**src/rtl/nfs_pkg.sv**
```systemverilog
// Shared types and constants for the NOR flash sequencer.
// Assumes unlock addresses fit in 15 bits and the address bus is wider.
package nfs_pkg;

    typedef enum logic [1:0] {
        OP_NONE   = 2'd0,
        OP_PROG   = 2'd1,
        OP_SERASE = 2'd2,
        OP_CERASE = 2'd3
    } op_e;

    typedef enum logic [2:0] {
        PH_IDLE, PH_WSET, PH_WLO, PH_WHI, PH_RLO, PH_ROH
    } phase_e;

    typedef enum logic [1:0] {
        SQ_IDLE, SQ_WRITE, SQ_POLL
    } seq_e;

    localparam logic [14:0] UNLOCK_HI  = 15'h5555;
    localparam logic [14:0] UNLOCK_LO  = 15'h2AAA;
    localparam logic [7:0]  CODE_PRE1  = 8'hAA;
    localparam logic [7:0]  CODE_PRE2  = 8'h55;
    localparam logic [7:0]  CODE_PROG  = 8'hA0;
    localparam logic [7:0]  CODE_ERASE = 8'h80;
    localparam logic [7:0]  CODE_CHIP  = 8'h10;
    localparam logic [7:0]  CODE_SECT  = 8'h30;
    localparam int          STAT_BIT   = 6;

    // Nanoseconds to clock cycles, rounded up, never below one.
    function automatic int ns_to_cycles(input longint ns, input longint clk_hz);
        longint c;
        c = (ns * clk_hz + 64'd999_999_999) / 64'd1_000_000_000;
        if (c < 1) c = 1;
        return int'(c);
    endfunction

endpackage

```
**src/rtl/nfs_cmd_gen.sv**
```systemverilog
// Command word generator: maps (operation, step) to the address and data
// for that write, and marks the final write of the sequence.
// Assumes step stays within the sequence length of the operation.
module nfs_cmd_gen
    import nfs_pkg::*;
#(
    parameter int ADDR_W = 18,
    parameter int DATA_W = 16
) (
    input  op_e               op,
    input  logic [2:0]        step,
    input  logic [ADDR_W-1:0] tgt_addr,
    input  logic [DATA_W-1:0] tgt_data,
    output logic [ADDR_W-1:0] bus_addr,
    output logic [DATA_W-1:0] bus_data,
    output logic              last
);

    logic       use_hi;
    logic       use_tgt_a;
    logic       use_tgt_d;
    logic [7:0] code;

    // Select the unlock address, command code and target substitution per step.
    always_comb begin
        use_hi    = 1'b1;
        use_tgt_a = 1'b0;
        use_tgt_d = 1'b0;
        code      = CODE_PRE1;
        last      = 1'b0;
        if (op == OP_PROG) begin
            case (step)
                3'd0:    begin use_hi = 1'b1; code = CODE_PRE1; end
                3'd1:    begin use_hi = 1'b0; code = CODE_PRE2; end
                3'd2:    begin use_hi = 1'b1; code = CODE_PROG; end
                default: begin use_tgt_a = 1'b1; use_tgt_d = 1'b1; last = 1'b1; end
            endcase
        end else begin
            case (step)
                3'd0:    begin use_hi = 1'b1; code = CODE_PRE1;  end
                3'd1:    begin use_hi = 1'b0; code = CODE_PRE2;  end
                3'd2:    begin use_hi = 1'b1; code = CODE_ERASE; end
                3'd3:    begin use_hi = 1'b1; code = CODE_PRE1;  end
                3'd4:    begin use_hi = 1'b0; code = CODE_PRE2;  end
                default: begin
                    last      = 1'b1;
                    use_tgt_a = (op == OP_SERASE);
                    code      = (op == OP_SERASE) ? CODE_SECT : CODE_CHIP;
                end
            endcase
        end
    end

    // Drive the resolved address and data words.
    always_comb begin
        bus_addr = use_tgt_a ? tgt_addr
                             : ADDR_W'(use_hi ? UNLOCK_HI : UNLOCK_LO);
        bus_data = use_tgt_d ? tgt_data : DATA_W'(code);
    end

endmodule

```
**src/rtl/nfs_strobe.sv**
```systemverilog
// Bus phase timer: one write cycle (setup, write-enable low, write-enable
// high) or one read cycle (output-enable low, output-enable high), each
// phase lasting a fixed number of clocks. Starts only from idle.
module nfs_strobe
    import nfs_pkg::*;
#(
    parameter int SET_C = 1,
    parameter int WLO_C = 10,
    parameter int WHI_C = 10,
    parameter int RLO_C = 6,
    parameter int ROH_C = 8
) (
    input  logic clk,
    input  logic rst_n,
    input  logic wr_go,
    input  logic rd_go,
    output logic we_n,
    output logic oe_n,
    output logic drive,
    output logic idle,
    output logic wr_end,
    output logic rd_smp
);

    localparam int M1   = (SET_C > WLO_C) ? SET_C : WLO_C;
    localparam int M2   = (WHI_C > RLO_C) ? WHI_C : RLO_C;
    localparam int M3   = (M1 > M2) ? M1 : M2;
    localparam int MAXC = (M3 > ROH_C) ? M3 : ROH_C;
    localparam int CW   = $clog2(MAXC + 1);

    phase_e        ph;
    logic [CW-1:0] cnt;

    // Phase sequencing with a down-counter per phase.
    always_ff @(posedge clk) begin
        if (!rst_n) begin
            ph  <= PH_IDLE;
            cnt <= '0;
        end else begin
            case (ph)
                PH_IDLE: begin
                    if (wr_go) begin
                        ph  <= PH_WSET;
                        cnt <= CW'(SET_C - 1);
                    end else if (rd_go) begin
                        ph  <= PH_RLO;
                        cnt <= CW'(RLO_C - 1);
                    end
                end
                PH_WSET: if (cnt == '0) begin ph <= PH_WLO; cnt <= CW'(WLO_C - 1); end
                         else cnt <= cnt - 1'b1;
                PH_WLO:  if (cnt == '0) begin ph <= PH_WHI; cnt <= CW'(WHI_C - 1); end
                         else cnt <= cnt - 1'b1;
                PH_WHI:  if (cnt == '0) ph <= PH_IDLE;
                         else cnt <= cnt - 1'b1;
                PH_RLO:  if (cnt == '0) begin ph <= PH_ROH; cnt <= CW'(ROH_C - 1); end
                         else cnt <= cnt - 1'b1;
                PH_ROH:  if (cnt == '0) ph <= PH_IDLE;
                         else cnt <= cnt - 1'b1;
                default: ph <= PH_IDLE;
            endcase
        end
    end

    // Strobe and event decode from the current phase.
    always_comb begin
        we_n   = (ph != PH_WLO);
        oe_n   = (ph != PH_RLO);
        drive  = (ph == PH_WSET) || (ph == PH_WLO) || (ph == PH_WHI);
        idle   = (ph == PH_IDLE);
        wr_end = (ph == PH_WHI) && (cnt == '0);
        rd_smp = (ph == PH_RLO) && (cnt == '0);
    end

endmodule

```
**src/rtl/nfs_tmo.sv**
```systemverilog
// Saturating completion timer with one limit per operation class.
// Counts while not cleared; expired once the selected limit is reached.
module nfs_tmo #(
    parameter int     TW        = 12,
    parameter longint PROG_LIM  = 1000,
    parameter longint ERASE_LIM = 3000
) (
    input  logic clk,
    input  logic rst_n,
    input  logic clr,
    input  logic is_erase,
    output logic expired
);

    localparam logic [TW-1:0] PL = TW'(PROG_LIM);
    localparam logic [TW-1:0] EL = TW'(ERASE_LIM);

    logic [TW-1:0] cnt;

    // Elapsed-cycle counter, held at all-ones once it gets there.
    always_ff @(posedge clk) begin
        if (!rst_n || clr) cnt <= '0;
        else if (cnt != '1) cnt <= cnt + 1'b1;
    end

    // Compare against the limit of the running operation.
    always_comb expired = (cnt >= (is_erase ? EL : PL));

endmodule

```
**src/rtl/nfs_seq.sv**
```systemverilog
// NOR flash program/erase sequencer top. Accepts one request while idle,
// writes its unlock preamble and command, then polls the request address
// until status bit 6 repeats on two reads, or the operation limit passes.
// Assumes the flash data bus is at least 7 bits and the address at least 15.
module nfs_seq
    import nfs_pkg::*;
#(
    parameter int ADDR_W           = 18,
    parameter int DATA_W           = 16,
    parameter int CLK_HZ           = 50_000_000,
    parameter int TAS_NS           = 10,
    parameter int TWP_NS           = 200,
    parameter int TWPH_NS          = 200,
    parameter int TAH_NS           = 100,
    parameter int TDS_NS           = 100,
    parameter int TACC_NS          = 120,
    parameter int TOEHP_NS         = 150,
    parameter int PROG_TIMEOUT_US  = 1000,
    parameter int ERASE_TIMEOUT_US = 12_000_000
) (
    input  logic              clk,
    input  logic              rst_n,
    input  logic              req_valid,
    input  logic [1:0]        req_op,
    input  logic [ADDR_W-1:0] req_addr,
    input  logic [DATA_W-1:0] req_data,
    output logic              busy,
    output logic              done,
    output logic              timeout,
    output logic [ADDR_W-1:0] fl_addr,
    output logic [DATA_W-1:0] fl_dq_o,
    output logic              fl_dq_oe,
    input  logic [DATA_W-1:0] fl_dq_i,
    output logic              fl_ce_n,
    output logic              fl_we_n,
    output logic              fl_oe_n
);

    localparam int SET_C  = ns_to_cycles(TAS_NS, CLK_HZ);
    localparam int WP_C   = ns_to_cycles(TWP_NS, CLK_HZ);
    localparam int DS_C   = ns_to_cycles(TDS_NS, CLK_HZ);
    localparam int AH_C   = ns_to_cycles(TAH_NS, CLK_HZ);
    localparam int WLO_T  = (WP_C > DS_C) ? WP_C : DS_C;
    localparam int WLO_C  = (WLO_T > AH_C) ? WLO_T : AH_C;
    localparam int WHI_C  = ns_to_cycles(TWPH_NS, CLK_HZ);
    localparam int RLO_C  = ns_to_cycles(TACC_NS, CLK_HZ);
    localparam int ROH_C  = ns_to_cycles(TOEHP_NS, CLK_HZ);
    localparam longint CYC_PER_US = longint'(CLK_HZ) / 64'd1_000_000;
    localparam longint PROG_LIM   = longint'(PROG_TIMEOUT_US) * CYC_PER_US;
    localparam longint ERASE_LIM  = longint'(ERASE_TIMEOUT_US) * CYC_PER_US;
    localparam longint MAX_LIM    = (PROG_LIM > ERASE_LIM) ? PROG_LIM : ERASE_LIM;
    localparam int     TW         = $clog2(MAX_LIM + 1) + 1;

    seq_e              state;
    op_e               op_q;
    logic [ADDR_W-1:0] addr_q;
    logic [DATA_W-1:0] data_q;
    logic [2:0]        step;
    logic              first_q;
    logic              b6_q;

    logic              wr_go, rd_go;
    logic              s_we_n, s_oe_n, s_drive, s_idle, s_wr_end, s_rd_smp;
    logic [ADDR_W-1:0] cmd_addr;
    logic [DATA_W-1:0] cmd_data;
    logic              cmd_last;
    logic              tmo_exp;
    logic              stat_b6;
    logic              dq_unused;

    assign stat_b6   = fl_dq_i[STAT_BIT];
    assign dq_unused = ^{fl_dq_i[DATA_W-1:STAT_BIT+1], fl_dq_i[STAT_BIT-1:0]};

    nfs_cmd_gen #(.ADDR_W(ADDR_W), .DATA_W(DATA_W)) u_cmd (
        .op       (op_q),
        .step     (step),
        .tgt_addr (addr_q),
        .tgt_data (data_q),
        .bus_addr (cmd_addr),
        .bus_data (cmd_data),
        .last     (cmd_last)
    );

    nfs_strobe #(
        .SET_C(SET_C), .WLO_C(WLO_C), .WHI_C(WHI_C),
        .RLO_C(RLO_C), .ROH_C(ROH_C)
    ) u_strb (
        .clk    (clk),
        .rst_n  (rst_n),
        .wr_go  (wr_go),
        .rd_go  (rd_go),
        .we_n   (s_we_n),
        .oe_n   (s_oe_n),
        .drive  (s_drive),
        .idle   (s_idle),
        .wr_end (s_wr_end),
        .rd_smp (s_rd_smp)
    );

    nfs_tmo #(.TW(TW), .PROG_LIM(PROG_LIM), .ERASE_LIM(ERASE_LIM)) u_tmo (
        .clk      (clk),
        .rst_n    (rst_n),
        .clr      (state != SQ_POLL),
        .is_erase (op_q != OP_PROG),
        .expired  (tmo_exp)
    );

    // Request capture, write stepping and completion polling.
    always_ff @(posedge clk) begin
        if (!rst_n) begin
            state   <= SQ_IDLE;
            op_q    <= OP_NONE;
            addr_q  <= '0;
            data_q  <= '0;
            step    <= '0;
            first_q <= 1'b1;
            b6_q    <= 1'b0;
            done    <= 1'b0;
            timeout <= 1'b0;
        end else begin
            done    <= 1'b0;
            timeout <= 1'b0;
            case (state)
                SQ_IDLE: begin
                    if (req_valid && (op_e'(req_op) != OP_NONE)) begin
                        op_q   <= op_e'(req_op);
                        addr_q <= req_addr;
                        data_q <= req_data;
                        step   <= '0;
                        state  <= SQ_WRITE;
                    end
                end
                SQ_WRITE: begin
                    if (s_wr_end) begin
                        if (cmd_last) begin
                            state   <= SQ_POLL;
                            first_q <= 1'b1;
                        end else begin
                            step <= step + 1'b1;
                        end
                    end
                end
                SQ_POLL: begin
                    if (s_rd_smp) begin
                        if (!first_q && (stat_b6 == b6_q)) begin
                            done  <= 1'b1;
                            state <= SQ_IDLE;
                        end else if (tmo_exp) begin
                            timeout <= 1'b1;
                            state   <= SQ_IDLE;
                        end else begin
                            b6_q    <= stat_b6;
                            first_q <= 1'b0;
                        end
                    end
                end
                default: state <= SQ_IDLE;
            endcase
        end
    end

    // Cycle launch requests toward the phase timer.
    always_comb begin
        wr_go = (state == SQ_WRITE) && s_idle;
        rd_go = (state == SQ_POLL) && s_idle;
    end

    // Flash pin drive: command words while writing, fixed address while polling.
    always_comb begin
        busy     = (state != SQ_IDLE);
        fl_addr  = (state == SQ_POLL) ? addr_q : cmd_addr;
        fl_dq_o  = cmd_data;
        fl_dq_oe = s_drive;
        fl_we_n  = s_we_n;
        fl_oe_n  = s_oe_n;
        fl_ce_n  = (state == SQ_IDLE) && s_idle;
    end

endmodule

```
**config.mk**
```make
export PLATFORM = sky130hd
export DESIGN_NAME = nfs_seq
export DESIGN_NICKNAME = d
export VERILOG_FILES = /design/src/rtl/nfs_pkg.sv /design/src/rtl/nfs_cmd_gen.sv /design/src/rtl/nfs_strobe.sv /design/src/rtl/nfs_tmo.sv /design/src/rtl/nfs_seq.sv
export SDC_FILE = /design/constraint.sdc
export NUM_CORES = 1
export LEC_CHECK = 0
export BUFFER_PORTS_ARGS = -buffer_cell sky130_fd_sc_hd__buf_2
export CORE_ASPECT_RATIO = 1.2
export CORE_UTILIZATION = 55
export DETAILED_ROUTE_END_ITERATION = 10
export PLACE_DENSITY_LB_ADDON = 0.15
export SLEW_MARGIN = 10
export SYNTH_ARGS = -nofsm -noshare
export SYNTH_HDL_FRONTEND = slang
export SYNTH_SLANG_ARGS = --single-unit
```
**constraint.sdc**
```tcl
create_clock -name clk -period 3.15 [get_ports clk]
set_clock_uncertainty 0.15 [all_clocks]
set_input_delay 0.63 -clock clk [delete_from_list [all_inputs] [get_ports clk]]
set_output_delay 0.63 -clock clk [all_outputs]
set_load 0.005 [all_outputs]
```
==> metrics <==
status=completed; die width=84.8 µm; Design Area, Final=0.00521 mm²; worst hold margin=313 ps; Multi-input gate area=0.00269 mm²; # setup viols final=0; Clock Path Buffers=2; Final Slew Violations=0; measured slew at the worst slew-check pin=755 ps; Port-buffer cells=80; final worst slack=119 ps; reg2reg path depth=9; RePlAce Congestion=0.917; IO Pins=96; commonest non-fill, non-tap cell in the layout=nand2_1; Clk pwr share=0.275; Reg power frac=0.465; Final Net Count=715; Syn Inst Count=574; IR Drop Worst-Case VDD=285 µV; register area=0.00167 mm²; Power Density=497 mW/mm²; Overall Global Routing Usage=0.241; Relative slew margins=0.493; number of synthesized flops with an enable pin=0; CTS tree=built; vias in the first global route=3858; Tmin final=3030 ps; Via density=5.66; antenna violations before repair=0; CTS H-tree depth=3; DR vias=4197; Min-Delay Path Class=flip-flop to flip-flop; Crit path required time=2370 ps; CP Max Fanout=15; hold_buf cts=0; Max Freq=330 MHz; Seq/Total Area, Yosys=0.367; post-placement setup slack=147 ps; first-pass GRT wire length=16900 µm; clk sinks=83; area grow syn2layout=15.0%; Final Hold Vio Count=0; fin util=0.664; DR WL/cell=13.6 µm; Max Cap Viol=0; Synth Register Bits=83; core area=0.00784 mm²; NetSw=0.845 mW; Clock Tree Root=clkbuf_8; clock latency on the worst-skew pair=350 ps; hold path cells=2; fin cells=742; Int Power=1.74 mW; Die Area=0.00860 mm²; drt first pass iters=5; Fill cells=683; syn nets=644; Detail Route Antenna Nets=0; Async SR Flop Fraction=0; Clock Pin Slew Worst Setup and Hold Paths=80 ps; HPWL Detailed=7250 µm; Synth cell types=63; 1st-iter DRT viols=152; fin crit share=0.962; Cell Area, Placed=0.00499 mm²; dpl cells=725; layout cell share with drive strength beyond 1=0.192; largest net degree at the start of global routing=38; type of origin of the critical path=flip-flop; total CTS buffers=9; Die H=101 µm; residual DRC count=0; ANT cells=0; Mapped Area=0.00453 mm²; Routed WL=10100 µm; commonest non-fill, non-tap cells in the layout=106 x nand2_1, 80 x dfxtp_1, 80 x buf_2; Worst Path Arrival=2250 ps; switch share=0.326; CP Capture Type=output port; Ys Warns=0; Top FF cell, synth=dfxtp_1; leakage=2.00 nW; combinational share of power=0.260; Post-Syn Area per Cell=7.89 µm²; initial core utilization=0.578; FP Rows=35; Congestion Overflow GR=0; WS Path Type=flip-flop to output port
## layer usage
metal	wire length, µm	vias to the layer above	GRT usage
li1	-	2125	-
met1	4490	1931	0.281
met2	4880	122	0.428
met3	489	19	0.0554
met4	238	0	0.0991
met5	0	-	0
## what timing repair did
item	CTS	global route
pin swaps	0	1
cloned	0	0
gates resized for setup	3	9
buffers inserted	0	1
endpoints found under the setup margin	16	18
hold endpoints to repair	0	0
## power groups by stage
stage | clock [mW] | sequential, mW | combinational [mW]
after floorplan | 0 | 1.18 | 0.511
after global placement | 0 | 1.22 | 0.646
after detailed placement | 0 | 1.23 | 0.664
after CTS | 0.725 | 1.20 | 0.668
after global routing | 0.786 | 1.22 | 0.754
final | 0.711 | 1.20 | 0.673
## kinds of logic (layout without fill, tap and decap cells)
group	after synthesis	after routing	synth area share
AND/OR/NAND/NOR	277	277	0.288
adder cells (fa/ha/maj)	17	17	0.0459
multiplexers	4	4	0.00884
XOR/XNOR	27	27	0.0522
AO/OA/AOI/OAI	119	119	0.195
flip-flops	83	83	0.367
buffers and inverters	47	123	0.0431
## state kept, by name (all words and copies together), names as in the netlist
name,cells
step,3
done,1
data_q,16
u_strb.cnt,4
op_q,2
b6_q,1
timeout,1
addr_q,18
u_tmo.cnt,31
state,2
first_q,1
u_strb.ph,3
## cell type report
type / instances / area share
Clock buffer: 13 / 0.0305
Clock inverter: 3 / 0.00433
Inverter: 17 / 0.0132
Multi-Input combinational cell: 444 / 0.517
Sequential cell: 83 / 0.320
Tap cell: 92 / 0.0221
Timing Repair Buffer: 90 / 0.0920
## path summary, 6_finish.rpt
path / startpoint / to / slack (ps)
worst max register to register: op_q[1] / state[1] / 480
worst max-delay path: step[1] / fl_addr[12] / 120
worst min register to register: addr_q[17] / addr_q[17] / 310
worst min-delay path: addr_q[17] / addr_q[17] / 310
## Yosys cell counts (8+ instances only)
library cell,n,area share
nor2_1,71,0.059
clkbuf_1,26,0.022
xor2_1,9,0.017
and2_1,11,0.015
nand2_1,106,0.088
ha_1,15,0.041
nand4_1,8,0.011
dfxtp_1,83,0.37
o21ai_0,19,0.021
nand3_1,21,0.023
nor3_1,13,0.014
inv_1,16,0.013
a21boi_0,37,0.061
a21o_1,11,0.018
a21oi_1,15,0.017
xnor2_1,18,0.035
## metrics by stage
step	setup TNS (ps)	power, mW
6_report	0	2.59
5_1_grt	-4.43	2.76
4_1_cts	0	2.60
3_5_place_dp	0	1.89
3_3_place_gp	0	1.87
2_1_floorplan	0	1.69
## worst max-delay path, stage by stage, from the launching register on
cell	delay [ps]
dfxtp_2	380
inv_1	80
ha_1	220
o21bai_1	200
nand2_1	110
or3_1	360
nand3_2	140
nor2_4	90
a21o_1	190
buf_2	120
Power figures use the tool's default switching activity.
